File: config.mk
export PLATFORM = sky130hd
export DESIGN_NAME = hred_seq
export DESIGN_NICKNAME = d
export VERILOG_FILES = /design/src/rtl/hred_pkg.sv /design/src/rtl/hred_alu.sv /design/src/rtl/hred_flag.sv /design/src/rtl/hred_ctrl.sv /design/src/rtl/hred_seq.sv
export SDC_FILE = /design/constraint.sdc
export NUM_CORES = 1
export LEC_CHECK = 0
export ABC_AREA = 0
export BUFFER_PORTS_ARGS = -buffer_cell sky130_fd_sc_hd__buf_2
export CAP_MARGIN = 5
export CORE_MARGIN = 2
export CORE_UTILIZATION = 54
export CTS_BUF_LIST = sky130_fd_sc_hd__clkbuf_4 sky130_fd_sc_hd__clkbuf_8
export DETAILED_ROUTE_END_ITERATION = 6
export PLACE_DENSITY = 0.94
export SETUP_SLACK_MARGIN = 0.2
export SYNTH_ARGS = -nofsm -noshare
export SYNTH_HDL_FRONTEND = slang
export SYNTH_SLANG_ARGS = --single-unit
File: constraint.sdc
create_clock -name clk -period 8.1 [get_ports clk]
set_clock_uncertainty 0.15 [all_clocks]
set_input_delay 1.62 -clock clk [delete_from_list [all_inputs] [get_ports clk]]
set_output_delay 1.62 -clock clk [all_outputs]
set_load 0.01 [all_outputs]
File: src/rtl/hred_pkg.sv
package hred_pkg;
   typedef enum logic [2:0] {
      OP_ADD  = 3'd0,
      OP_AND  = 3'd1,
      OP_OR   = 3'd2,
      OP_XOR  = 3'd3,
      OP_SMIN = 3'd4,
      OP_SMAX = 3'd5
   } red_op_e;

   typedef enum logic [1:0] {
      ST_IDLE,
      ST_SEEK,
      ST_FOLD,
      ST_FIN
   } seq_st_e;

   localparam int LANES_MAX = 4;
endpackage

File: src/rtl/hred_alu.sv
module hred_alu #(
   parameter int EW         = 16,
   parameter bit USE_MINMAX = 1'b1
) (
   input  logic [2:0]    op,
   input  logic [EW-1:0] a,
   input  logic [EW-1:0] b,
   output logic [EW-1:0] y
);
   import hred_pkg::*;

   logic [EW-1:0] mn, mx;

   generate
      if (USE_MINMAX) begin : g_minmax
         logic a_lt;
         assign a_lt = $signed(a) < $signed(b);
         assign mn   = a_lt ? a : b;
         assign mx   = a_lt ? b : a;
      end else begin : g_nominmax
         assign mn = '0;
         assign mx = '0;
      end
   endgenerate

   always_comb begin
      unique case (op)
         OP_ADD:  y = a + b;
         OP_AND:  y = a & b;
         OP_OR:   y = a | b;
         OP_XOR:  y = a ^ b;
         OP_SMIN: y = mn;
         OP_SMAX: y = mx;
         default: y = '0;
      endcase
   end
endmodule

File: src/rtl/hred_flag.sv
module hred_flag #(
   parameter int EW = 16
) (
   input  logic [EW-1:0] v,
   output logic [2:0]    flags
);
   logic neg, zer;
   assign neg   = v[EW-1];
   assign zer   = (v == '0);
   assign flags = {neg, ~neg & ~zer, zer};
endmodule

File: src/rtl/hred_ctrl.sv
module hred_ctrl #(
   parameter int MAX_VL     = 8,
   parameter bit USE_MINMAX = 1'b1,
   parameter int VLW        = $clog2(MAX_VL + 1)
) (
   input  logic              clk,
   input  logic              rst_n,
   input  logic              start,
   input  logic [VLW-1:0]    cfg_vl,
   input  logic [1:0]        cfg_subvl,
   input  logic [2:0]        cfg_op,
   input  logic              cfg_pred_en,
   input  logic [MAX_VL-1:0] cfg_mask,
   input  logic              cfg_dst_scalar,
   output logic              busy,
   output logic              done,
   output logic              err,
   output logic              accept,
   output logic [VLW-1:0]    elem,
   output logic [1:0]        lane,
   output logic [2:0]        op_q,
   output logic              scal_q,
   output logic              step_act,
   output logic              step_first,
   output logic              step_last
);
   import hred_pkg::*;

   localparam int          MW     = 1 << VLW;
   localparam logic [2:0]  OP_LIM = USE_MINMAX ? 3'd6 : 3'd4;

   seq_st_e           st;
   logic [VLW-1:0]    vl_q;
   logic [1:0]        subvl_q;
   logic [MAX_VL-1:0] mask_q;
   logic              err_q;
   logic [MW-1:0]     mask_x;
   logic              bad_cfg;
   logic              in_range;

   assign accept   = start && (st == ST_IDLE);
   assign bad_cfg  = (cfg_subvl == 2'd0) || (cfg_op >= OP_LIM);
   assign mask_x   = MW'(mask_q);
   assign in_range = elem < vl_q;

   always_ff @(posedge clk or negedge rst_n) begin
      if (!rst_n) begin
         st      <= ST_IDLE;
         vl_q    <= '0;
         subvl_q <= '0;
         op_q    <= '0;
         mask_q  <= '0;
         scal_q  <= 1'b0;
         err_q   <= 1'b0;
         elem    <= '0;
         lane    <= '0;
      end else begin
         unique case (st)
            ST_IDLE: begin
               if (accept) begin
                  vl_q    <= cfg_vl;
                  subvl_q <= cfg_subvl;
                  op_q    <= cfg_op;
                  mask_q  <= cfg_pred_en ? cfg_mask : '1;
                  scal_q  <= cfg_dst_scalar;
                  err_q   <= bad_cfg;
                  elem    <= '0;
                  lane    <= '0;
                  st      <= bad_cfg ? ST_FIN : ST_SEEK;
               end
            end
            ST_SEEK: begin
               if (!in_range) begin
                  st <= ST_FIN;
               end else if (mask_x[elem]) begin
                  lane <= 2'd1;
                  st   <= ST_FOLD;
               end else begin
                  elem <= elem + 1'b1;
               end
            end
            ST_FOLD: begin
               if (lane == subvl_q) begin
                  if (scal_q) begin
                     st <= ST_FIN;
                  end else begin
                     elem <= elem + 1'b1;
                     st   <= ST_SEEK;
                  end
               end else begin
                  lane <= lane + 1'b1;
               end
            end
            ST_FIN: st <= ST_IDLE;
            default: st <= ST_IDLE;
         endcase
      end
   end

   assign busy       = (st != ST_IDLE);
   assign done       = (st == ST_FIN);
   assign err        = done && err_q;
   assign step_act   = (st == ST_FOLD);
   assign step_first = (lane == 2'd1);
   assign step_last  = (lane == subvl_q);
endmodule

File: src/rtl/hred_seq.sv
module hred_seq #(
   parameter int EW         = 16,
   parameter int NREG       = 32,
   parameter int MAX_VL     = 8,
   parameter bit USE_MINMAX = 1'b1,
   parameter int AW         = $clog2(NREG),
   parameter int VLW        = $clog2(MAX_VL + 1),
   parameter int RW         = hred_pkg::LANES_MAX * EW
) (
   input  logic              clk,
   input  logic              rst_n,
   input  logic              start,
   input  logic [VLW-1:0]    cfg_vl,
   input  logic [1:0]        cfg_subvl,
   input  logic [2:0]        cfg_op,
   input  logic              cfg_pred_en,
   input  logic [MAX_VL-1:0] cfg_mask,
   input  logic              cfg_dst_scalar,
   input  logic              cfg_rec,
   input  logic [AW-1:0]     cfg_ra,
   input  logic [AW-1:0]     cfg_rb,
   input  logic [AW-1:0]     cfg_rt,
   output logic              busy,
   output logic              done,
   output logic              cfg_err,
   output logic [AW-1:0]     rf_raddr_a,
   input  logic [EW-1:0]     rf_rdata_a,
   output logic [AW-1:0]     rf_raddr_b,
   input  logic [RW-1:0]     rf_rdata_b,
   output logic              rf_we,
   output logic [AW-1:0]     rf_waddr,
   output logic [RW-1:0]     rf_wdata,
   output logic              fl_we,
   output logic [VLW-1:0]    fl_idx,
   output logic [2:0]        fl_val
);
   import hred_pkg::*;

   generate
      if (EW < 2)            begin : g_chk_ew  $error("EW must be at least 2");           end
      if ((1 << AW) != NREG) begin : g_chk_nr  $error("NREG must be a power of two");     end
      if (MAX_VL < 1)        begin : g_chk_vl  $error("MAX_VL must be at least 1");       end
      if (MAX_VL > NREG)     begin : g_chk_vr  $error("MAX_VL must not exceed NREG");     end
   endgenerate

   logic           accept;
   logic [VLW-1:0] elem;
   logic [1:0]     lane;
   logic [2:0]     op_q;
   logic           scal_q, step_act, step_first, step_last;
   logic [AW-1:0]  ra_q, rb_q, rt_q;
   logic           rec_q;
   logic [EW-1:0]  acc_q;
   logic [EW-1:0]  b_lane [LANES_MAX];
   logic [EW-1:0]  opnd_a, opnd_b, res;

   hred_ctrl #(
      .MAX_VL(MAX_VL), .USE_MINMAX(USE_MINMAX), .VLW(VLW)
   ) u_ctrl (
      .clk(clk), .rst_n(rst_n), .start(start),
      .cfg_vl(cfg_vl), .cfg_subvl(cfg_subvl), .cfg_op(cfg_op),
      .cfg_pred_en(cfg_pred_en), .cfg_mask(cfg_mask),
      .cfg_dst_scalar(cfg_dst_scalar),
      .busy(busy), .done(done), .err(cfg_err), .accept(accept),
      .elem(elem), .lane(lane), .op_q(op_q), .scal_q(scal_q),
      .step_act(step_act), .step_first(step_first), .step_last(step_last)
   );

   always_ff @(posedge clk or negedge rst_n) begin
      if (!rst_n) begin
         ra_q  <= '0;
         rb_q  <= '0;
         rt_q  <= '0;
         rec_q <= 1'b0;
      end else if (accept) begin
         ra_q  <= cfg_ra;
         rb_q  <= cfg_rb;
         rt_q  <= cfg_rt;
         rec_q <= cfg_rec;
      end
   end

   assign rf_raddr_a = ra_q + AW'(elem);
   assign rf_raddr_b = rb_q + AW'(elem);

   for (genvar k = 0; k < LANES_MAX; k++) begin : g_lane
      assign b_lane[k] = rf_rdata_b[k*EW +: EW];
   end

   assign opnd_a = step_first ? rf_rdata_a : acc_q;
   assign opnd_b = b_lane[lane];

   hred_alu #(.EW(EW), .USE_MINMAX(USE_MINMAX)) u_alu (
      .op(op_q), .a(opnd_a), .b(opnd_b), .y(res)
   );

   always_ff @(posedge clk or negedge rst_n) begin
      if (!rst_n)        acc_q <= '0;
      else if (step_act) acc_q <= res;
   end

   assign rf_we    = step_act;
   assign rf_waddr = scal_q ? rt_q : rt_q + AW'(elem);
   assign rf_wdata = RW'(res);

   hred_flag #(.EW(EW)) u_flag (.v(res), .flags(fl_val));

   assign fl_we  = step_act && step_last && rec_q;
   assign fl_idx = elem;
endmodule

==> key figures, run 1 <==
Global route
  – GRT Overall Usage: 0.285
  – First-pass GRT wire length: slightly below 30000 um
  – Largest net degree at the start of global routing: 60
  – Vias in the first global route: a little over 6000
  – Met3 Use GR: 0.0750
  – Grt ovf: 0
  – Initial antenna violation count: 0
  – Routing usage on met1: 0.322
  – Met2 Use GR: 0.517
  – Gr busiest metal: met2

Floorplanning
  – Chip width: around 110 um
  – Core Rows: 39
  – # IOs: between 200 and 250
  – Die area: around 0.013 mm^2
  – Die span in y: 113 um
  – Core area: 0.0115 mm^2
  – Starting Density: 0.560

Detailed routing
  – DRC errors left: 11
  – Via density: between 5 and 6
  – Vias: 5875
  – DRT Wirelength: 18100 um
  – Post-DRT Antenna Nets: 0
  – TritonRoute pass-1 iters: 7
  – DR WL/cell: 18.3 um
  – Initial DRC Count: roughly 430

Layout
  – Fin nets: 1036
  – Final cell count without fillers: about 990
  – Commonest cells after routing, fill and taps aside: buf_2 (160), inv_1 (76), ha_1 (70)
  – Area delta synth->final: 14.0%
  – Final instance area: 0.00735 mm^2
  – Fin util: 0.638
  – Layout cells sized above 1: 0.317
  – Commonest non-fill, non-tap cell in the layout: buf_2
  – Antenna Cells: 0

Setup path
  – Crit. End Element: output pin
  – Startpoint Class: input port
  – Worst setup path category: in -> out
  – Crit Path Max Fanout: 9
  – Critical path arrival: 5.59 ns
  – Critical path required time: 6.33 ns

Timing
  – Worst slew margin: 0.314
  – Final hold slack: 0.337 ns
  – Peak Freq: 136 MHz
  – Max-slew violations: 0
  – Slew @ Worst Pin: ~1 ns
  – Setup TNS: 0 ns
  – RSZ-0062 raised after global routing: no
  – Crit path time final: 7.36 ns
  – Final worst slack: 0.740 ns
  – Hold Vio Cnt, Final: 0
  – Final period utilization: 0.909
  – Setup Viol. Count Final: 0

Synthesis
  – Seq/Total Area, Yosys: 0.229
  – Async set or reset register ratio after synthesis: 1.00
  – Mapped Area: 0.00645 mm^2
  – Synthesis-stage register bit count: 59
  – Unique cell type count in the Yosys netlist: 71
  – Synth Warn #: 0
  – Top FF cell, synth: dfrtp_1
  – Syn Inst Count: 702
  – Mapped Avg Cell Area: 9.18 um^2
  – Post-synth EDFFs: 0

Clock tree
  – CTS tree: yes
  – Clk root buf: clkbuf_8
  – Clk sink count: 59
  – H-tree levels: 3
  – CTS buffer count: 9
  – Post-cts hold buffer count: 0
  – Post-CTS sizing: 0
  – CTS clk-pin slew, worst paths: 0.08 ns
  – Max Root-Sink Buffers: 2
  – Worst skew pair latency: ~0.35 ns
  – Setup Buffers After CTS: 0

Placement
  – PortBufs: 160
  – Placed Area: 0.00713 mm^2
  – # placed instances: 976
  – Post-DP HPWL: about 14000 um
  – Routability Congestion: 1.07
  – Dpl ws: 0.896 ns

Job
  – Max Cap Viol: 0

Power and ir drop
  – Cell leakage power: 3.75 nW
  – Pwr Density: 523 mW/mm^2
  – Pwr Total: 3.85 mW
  – VDD IR max: roughly 0.00034 V

Status
  – Status: complete, but fails checks
  – Failing checks: design-rule violations

Worst hold path
  – Hold/Removal Path Class: reg -> reg
## worst max-delay path, cell delays in order
cell and delay, ns:
buf_2 0.10, mux4_2 0.49, inv_1 0.12, ha_1 0.37, nand4_1 0.31, a2111o_1 0.45, and3_4 0.23, mux2i_2 0.26
a221oi_1 0.75, nand4_1 0.19, nor4_2 0.30, and3_1 0.26, buf_2 0.15
## cells in the mapped netlist, types with 21 or more instances
| library cell | instances | area share |
|---|---|---|
| nor2b_1 | 21 | 0.020 |
| nand2_1 | 27 | 0.016 |
| nor2_1 | 37 | 0.022 |
| inv_1 | 76 | 0.044 |
| o21ai_0 | 30 | 0.023 |
| buf_4 | 51 | 0.059 |
| mux2i_1 | 27 | 0.042 |
| dfrtp_1 | 59 | 0.23 |
| a21oi_1 | 45 | 0.035 |
| ha_1 | 70 | 0.14 |
| mux2_2 | 47 | 0.082 |
## registers in the layout (all words and copies together) (netlist names), 3 cells and up
signal and count:
rt_q 5, u_ctrl.op_q 3, u_ctrl.mask_q 8, u_ctrl.vl_q 4, u_ctrl.elem 4, acc_q 16, rb_q 5, ra_q 5
## worst paths after layout
kind,from,endpoint,slack [ns],cells past startpoint
max reg2reg,u_ctrl.lane[1],acc_q[15],3.31,12
min reg2reg,u_ctrl.mask_q[4],u_ctrl.mask_q[4],0.34,2
max in group asynchronous,rst_n,u_ctrl.st[0],5.98,2
max,rf_rdata_b[47],fl_val[0],0.74,13
min,u_ctrl.mask_q[4],u_ctrl.mask_q[4],0.34,2
min in group asynchronous,rst_n,u_ctrl.mask_q[3],1.28,2
## area by class of cell
class	count	area, um^2
fill	937	4160
timing repair buffer	168	861
sequential	59	1480
clock inverter	6	90.1
clock buffer	10	131
inverter	80	300
multi-input combinational	526	4310
tap	143	179
## kinds of logic (layout without fill, tap and decap cells)
| group | Yosys count | count (layout) | share of synthesized area |
|---|---|---|---|
| compound gates | 149 | 149 | 0.156 |
| mux | 95 | 95 | 0.194 |
| buf+inv | 164 | 264 | 0.129 |
| other cells | 1 | 48 | 0.000582 |
| simple gates | 141 | 141 | 0.116 |
| flops | 59 | 59 | 0.229 |
| fa+ha+maj | 74 | 74 | 0.148 |
| xor+xnor | 19 | 19 | 0.0270 |
## metal layers
metal	vias to the layer above	wire length (um)
li1	2683	-
met1	2752	6680
met2	363	9080
met3	77	1700
met4	0	673
met5	-	0
## power by group
| group | internal, mW | switching [mW] |
|---|---|---|
| sequential | 0.443 | 0.131 |
| clock | 0.177 | 0.136 |
| combinational | 1.21 | 1.75 |
| total | 1.83 | 2.01 |
No activity file was read; power rests on OpenSTA's default activity.
==> run 2: changes to the inputs <==
--- a/config.mk
+++ b/config.mk
@@ -5,14 +5,13 @@
 export SDC_FILE = /design/constraint.sdc
 export NUM_CORES = 1
 export LEC_CHECK = 0
-export ABC_AREA = 0
 export BUFFER_PORTS_ARGS = -buffer_cell sky130_fd_sc_hd__buf_2
 export CAP_MARGIN = 5
 export CORE_MARGIN = 2
-export CORE_UTILIZATION = 54
+export CORE_UTILIZATION = 50
 export CTS_BUF_LIST = sky130_fd_sc_hd__clkbuf_4 sky130_fd_sc_hd__clkbuf_8
 export DETAILED_ROUTE_END_ITERATION = 6
-export PLACE_DENSITY = 0.94
+export PLACE_DENSITY = 0.89
 export SETUP_SLACK_MARGIN = 0.2
 export SYNTH_ARGS = -nofsm -noshare
 export SYNTH_HDL_FRONTEND = slang
==> run 2 against run 1 <==
The flow now finishes without violations. Sequential power shrank 3%. Non-clock buffer count up 2. Global-route usage fell by 2.1 points. Clock-buffer cell count is 1 lower. Total power is 1.2% lower. Clock power fell by 7.7%. Sequential share of layout area is 0.082 points lower. Final area increased by 0.41%. Final cell count rose by 3.1%.
==> key figures, run 2 (synthesized netlist as in run 1, its figures left out) <==
Setup path
  – Crit. End Element: output pin
  – Worst path depth: 14
  – Critical R2R Capture: acc_q[11]
  – Crit Path Max Fanout: 4
  – Crit-path slowest cell: a2111oi_2
  – Worst setup path category: in -> out
  – CP delay by family, top: compound AO/OA/AOI/OAI gates
  – Worst R2R Setup Slack: 3.44 ns
  – Startpoint Class: input port
  – Worst r2r src: u_ctrl.lane[1]
  – Crit-path cells: buf_2, mux4_2, ha_1, fa_1, nor2b_1, o21ai_0, a21oi_1, o21ai_0, a21oi_1, a2111oi_2, nand4_1, nor4_2, and3_1, buf_2
  – Worst path bufs/invs: 2
  – Critical path arrival: 5.61 ns
  – Worst R2R Path Depth: 13
  – CP peak stage delay: 0.59 ns
  – Critical path required time: roughly 6.3 ns

Clock tree
  – Setup Buffers After CTS: 0
  – Post-CTS sizing: 0
  – CTS clk-pin slew, worst paths: 0.07 ns
  – Post-cts hold buffer count: 0
  – Clk root buf: clkbuf_8
  – Max Root-Sink Buffers: 2
  – CTS buffer count: 9
  – H-tree levels: 3
  – Clk sink count: a little under 60
  – Worst skew pair latency: about 0.37 ns
  – CTS tree: yes

Timing
  – Slew @ Worst Pin: approximately 0.8 ns
  – Final period utilization: 0.911
  – Setup TNS: 0 ns
  – Max-slew violations: 0
  – RSZ-0062 raised after global routing: no
  – Hold Vio Cnt, Final: 0
  – Crit path time final: around 7.4 ns
  – Peak Freq: 136 MHz
  – Worst slew margin: 0.449
  – Setup Viol. Count Final: 0

Worst hold path
  – WHS Path Cells: 2
  – Origin of the worst min-delay path: u_ctrl.mask_q[5]
  – Hold/Removal Path Class: reg -> reg
  – Min-Delay Endpoint: u_ctrl.mask_q[5]

Detailed routing
  – DRT Wirelength: 18300 um
  – DR WL/cell: 17.9 um
  – Via density: between 5 and 6
  – DRC errors left: 0
  – Post-DRT Antenna Nets: 0
  – TritonRoute pass-1 iters: 5
  – Vias: 5779
  – Initial DRC Count: 456

Global route
  – Grt ovf: 0
  – Initial antenna violation count: 0
  – Vias in the first global route: 5832
  – First-pass GRT wire length: 29500 um
  – Largest net degree at the start of global routing: 60
  – GRT Overall Usage: 0.264

Layout
  – Area delta synth->final: 14.5%
  – Fin util: 0.585
  – Final cell count without fillers: 1023
  – Layout cells sized above 1: 0.318
  – Fin nets: 1038
  – Largest register FFs: 16
  – Top flop regs: acc_q: 16 flops, u_ctrl.mask_q: 8 flops
  – Commonest cells after routing, fill and taps aside: buf_2 (160), inv_1 (76), ha_1 (70)
  – Antenna Cells: 0
  – Reg with most FFs: acc_q
  – Commonest non-fill, non-tap cell in the layout: buf_2

Floorplanning
  – Core Rows: 41
  – Die area: ~0.014 mm^2
  – Starting Density: 0.511
  – Chip width: about 120 um
  – Die span in y: 118 um
  – # IOs: between 200 and 250
  – Core area: 0.0126 mm^2

Job
  – Max Cap Viol: 0

Power and ir drop
  – VDD IR max: 0.000260 V
  – Cell leakage power: 3.74 nW
  – Pwr Density: 515 mW/mm^2

Placement
  – PortBufs: 160
  – Post-DP HPWL: 14000 um
  – Routability Congestion: 1.03
  – # placed instances: slightly above 1000

Status
  – Status: complete, no violations
[run 2: worst max-delay path by stage]
stage	start	to	slack (ns)
5_1_grt	rf_rdata_b[0]	fl_val[0]	0.60
4_1_cts	rf_rdata_b[0]	fl_val[0]	0.96
6_report	rf_rdata_b[0]	fl_val[0]	0.72
2_1_floorplan	u_ctrl.lane[1]	fl_val[0]	1.71
3_3_place_gp	rf_rdata_b[55]	fl_val[0]	0.99
3_5_place_dp	rf_rdata_b[0]	fl_val[0]	0.97
[run 2: metrics by stage]
stage | total power, mW | hold slack [ns] | worst slack, ns | cell area (um^2)
after floorplan | 2.66 | 0.292 | 1.71 | 6620
after global placement | 3.38 | 0.307 | 0.994 | 7180
after detailed placement | 3.44 | 0.322 | 0.966 | 7180
after CTS | 3.75 | 0.340 | 0.962 | 7380
after global routing | 4.09 | 0.379 | 0.598 | 7380
final | 3.80 | 0.339 | 0.721 | 7380
[run 2: power breakdown]
group          total, mW  switching [mW]  internal [mW]  leakage [nW]
logic               2.95            1.74           1.21          2.94
registers          0.559           0.115          0.444         0.702
clock network      0.289           0.145          0.144        0.0962
[run 2: area by class of cell]
| type | instances | area, um^2 |
|---|---|---|
| Clock buffer | 9 | 124 |
| Inverter | 80 | 300 |
| Sequential cell | 59 | 1480 |
| Clock inverter | 7 | 76.3 |
| Timing Repair Buffer | 170 | 876 |
| Multi-Input combinational cell | 526 | 4310 |
| Tap cell | 172 | 215 |
| Fill cell | 1116 | 5240 |
[run 2: worst reg2reg max path, delay by kind of cell, from the launching register on]
kind / cells / cell delay (ns)
flip-flops: 1 / 0.38
adder cells (fa/ha/maj): 2 / 0.98
multiplexers: 2 / 0.53
XOR/XNOR: 1 / 0.40
buffers and inverters: 3 / 0.44
AO/OA/AOI/OAI: 3 / 1.08
AND/OR/NAND/NOR: 2 / 0.57
[run 2: per-layer routing]
metal	part of all wire	vias to the layer above	wire [um]	global-route usage
met5	0	-	0	0
met4	0.033	0	601	0.103
met3	0.10	59	1870	0.0717
met2	0.49	327	9020	0.464
met1	0.37	2726	6790	0.307
li1	-	2667	-	-
==> run 3: changes to the inputs <==
--- a/config.mk
+++ b/config.mk
@@ -11,7 +11,7 @@
 export CORE_UTILIZATION = 50
 export CTS_BUF_LIST = sky130_fd_sc_hd__clkbuf_4 sky130_fd_sc_hd__clkbuf_8
 export DETAILED_ROUTE_END_ITERATION = 6
-export PLACE_DENSITY = 0.89
+export PLACE_DENSITY = 0.79
 export SETUP_SLACK_MARGIN = 0.2
 export SYNTH_ARGS = -nofsm -noshare
 export SYNTH_HDL_FRONTEND = slang
==> run 3 against run 2 <==
Clock-buffer cell count unchanged. Flip-flop and latch count unchanged. Setup slack better by 0.19 ns. Sequential share of layout area up 0.058 points. Maximum frequency up 2.6%. Via count down 1.6%. Combinational power about the same. Final cell count up 0.20%. Clock power down 16%. Non-clock buffer count up 1. Critical endpoint unchanged. Largest cell class unchanged. Largest power group unchanged.
==> key figures, run 3 (synthesized netlist as in run 1, its figures left out) <==
Power and ir drop
  – VDD IR max: around 0.00027 V
  – Pwr Density: slightly above 500 mW/mm^2
  – Cell leakage power: 3.73 nW

Timing
  – Final hold slack: between 0.3 and 0.4 ns
  – Final period utilization: 0.888
  – Worst slew margin: 0.325
  – Slew @ Worst Pin: 1.01 ns
  – Max-slew violations: 0
  – Peak Freq: 139 MHz
  – Setup TNS: 0 ns
  – RSZ-0062 raised after global routing: no
  – Crit path time final: 7.19 ns
  – Hold Vio Cnt, Final: 0
  – Setup Viol. Count Final: 0

Clock tree
  – CTS tree: yes
  – Post-cts hold buffer count: 0
  – Setup Buffers After CTS: 0
  – H-tree levels: 3
  – Max Root-Sink Buffers: 2
  – Worst skew pair latency: about 0.36 ns
  – CTS buffer count: 9
  – Clk root buf: clkbuf_8
  – CTS clk-pin slew, worst paths: 0.07 ns
  – Post-CTS sizing: 0
  – Clk sink count: a little under 60

Setup path
  – Crit-path cells: buf_2, mux4_2, inv_1, ha_1, inv_1, o211ai_1, a2111o_1, and3_4, mux2i_2, a221oi_1, nand3_1, nor4_2, and3_1, buf_2
  – Critical path arrival: 5.42 ns
  – Startpoint Class: input port
  – CP peak stage delay: 0.64 ns
  – Crit-path slowest cell: a221oi_1
  – Critical path required time: 6.33 ns
  – Worst setup path category: in -> out
  – Crit Path Max Fanout: 9
  – Worst path bufs/invs: 4
  – Crit. End Element: output pin
  – CP delay by family, top: compound AO/OA/AOI/OAI gates

Job
  – Max Cap Viol: 0

Detailed routing
  – DRT Wirelength: 17800 um
  – Initial DRC Count: about 330
  – DR WL/cell: approximately 17 um
  – Vias: about 5700
  – Post-DRT Antenna Nets: 0
  – TritonRoute pass-1 iters: 7
  – DRC errors left: 0
  – Via density: 5.55

Global route
  – Grt ovf: 0
  – Met3 Use GR: 0.0727
  – Routing usage on met1: 0.310
  – First-pass GRT wire length: 28500 um
  – Initial antenna violation count: 1
  – Largest net degree at the start of global routing: 60
  – GRT Overall Usage: 0.258
  – Met2 Use GR: 0.433
  – Gr busiest metal: met2
  – Vias in the first global route: 5711

Layout
  – Layout cells sized above 1: 0.319
  – Fin nets: 1039
  – Commonest cells after routing, fill and taps aside: buf_2 (160), inv_1 (76), ha_1 (70)
  – Area delta synth->final: 14.2%
  – Largest register FFs: 16
  – Commonest non-fill, non-tap cell in the layout: buf_2
  – Top flop regs: acc_q: 16 flops, u_ctrl.mask_q: 8 flops
  – Reg with most FFs: acc_q

Floorplanning
  – Die span in y: 118 um
  – Starting Density: 0.511
  – Core area: around 0.013 mm^2
  – Die area: 0.0138 mm^2
  – Chip width: 118 um
  – # IOs: 209
  – Core Rows: about 40

Status
  – Status: complete, no violations

Worst hold path
  – Hold/Removal Path Class: reg -> reg

Placement
  – PortBufs: 160
  – Post-DP HPWL: 13800 um
  – Routability Congestion: approximately 1
## run 3: cell types whose count changed in the layout (fill, tap and decap cells not counted)
cell / delta
inv_6: -2
diode_2: +1
buf_4: +1
bufinv_16: -1
clkinv_4: -1
clkinvlp_4: +2
clkinv_2: +2
## run 3: area by class of cell
type,instances,area [um^2]
well taps,172,215
inverters,80,300
diodes,1,2.50
fillers,1145,5260
multi-input cells,526,4310
clock buffers,9,124
repair buffers,171,883
clock inverters,7,45.0
flip-flops and latches,59,1480
## run 3: path summary, 6_finish.rpt
| path | startpoint | endpoint | slack, ns | depth (start not counted) |
|---|---|---|---|---|
| setup / recovery | rf_rdata_b[51] | fl_val[0] | 0.91 | 14 |
| hold / removal | u_ctrl.mask_q[5] | u_ctrl.mask_q[5] | 0.33 | 2 |
| setup reg to reg | u_ctrl.lane[0] | acc_q[12] | 3.55 | 14 |
| hold reg to reg | u_ctrl.mask_q[5] | u_ctrl.mask_q[5] | 0.33 | 2 |
| max in group asynchronous | rst_n | acc_q[8] | 5.99 | 2 |
| min in group asynchronous | rst_n | acc_q[5] | 1.27 | 2 |
## run 3: power by group
group	total [mW]	leakage (nW)	switching, mW	internal (mW)
clock network	0.242	0.0770	0.133	0.109
logic	2.92	2.95	1.69	1.23
registers	0.594	0.702	0.151	0.443
## run 3: worst min-delay path, delay by kind of cell, from the launching register on
| family | cells | cell delay (ns) |
|---|---|---|
| compound gates | 1 | 0.06 |
| simple gates | 1 | 0.05 |
| flops | 1 | 0.34 |
## run 3: metal layers
layer  vias to the layer above  share of wire  wire length, um
met5                         -              0                0
met4                         0          0.029              518
met3                        45          0.093             1660
met2                       281           0.48             8610
met1                      2671           0.39             7000
li1                       2687              -                -
## run 3: metrics by stage
| step | area [um^2] | instances | power (mW) | worst slack [ns] | utilization |
|---|---|---|---|---|---|
| after floorplan | 6620 | 749 | 2.66 | 1.71 | - |
| after CTS | 7360 | 1024 | 3.73 | 0.939 | 0.583 |
| after detailed placement | 7190 | 1008 | 3.48 | 0.952 | 0.570 |
| final | 7360 | 1025 | 3.76 | 0.906 | 0.583 |
| after global routing | 7360 | 1024 | 4.07 | 0.600 | 0.583 |
| after global placement | 7190 | 1008 | 3.44 | 0.898 | 0.570 |
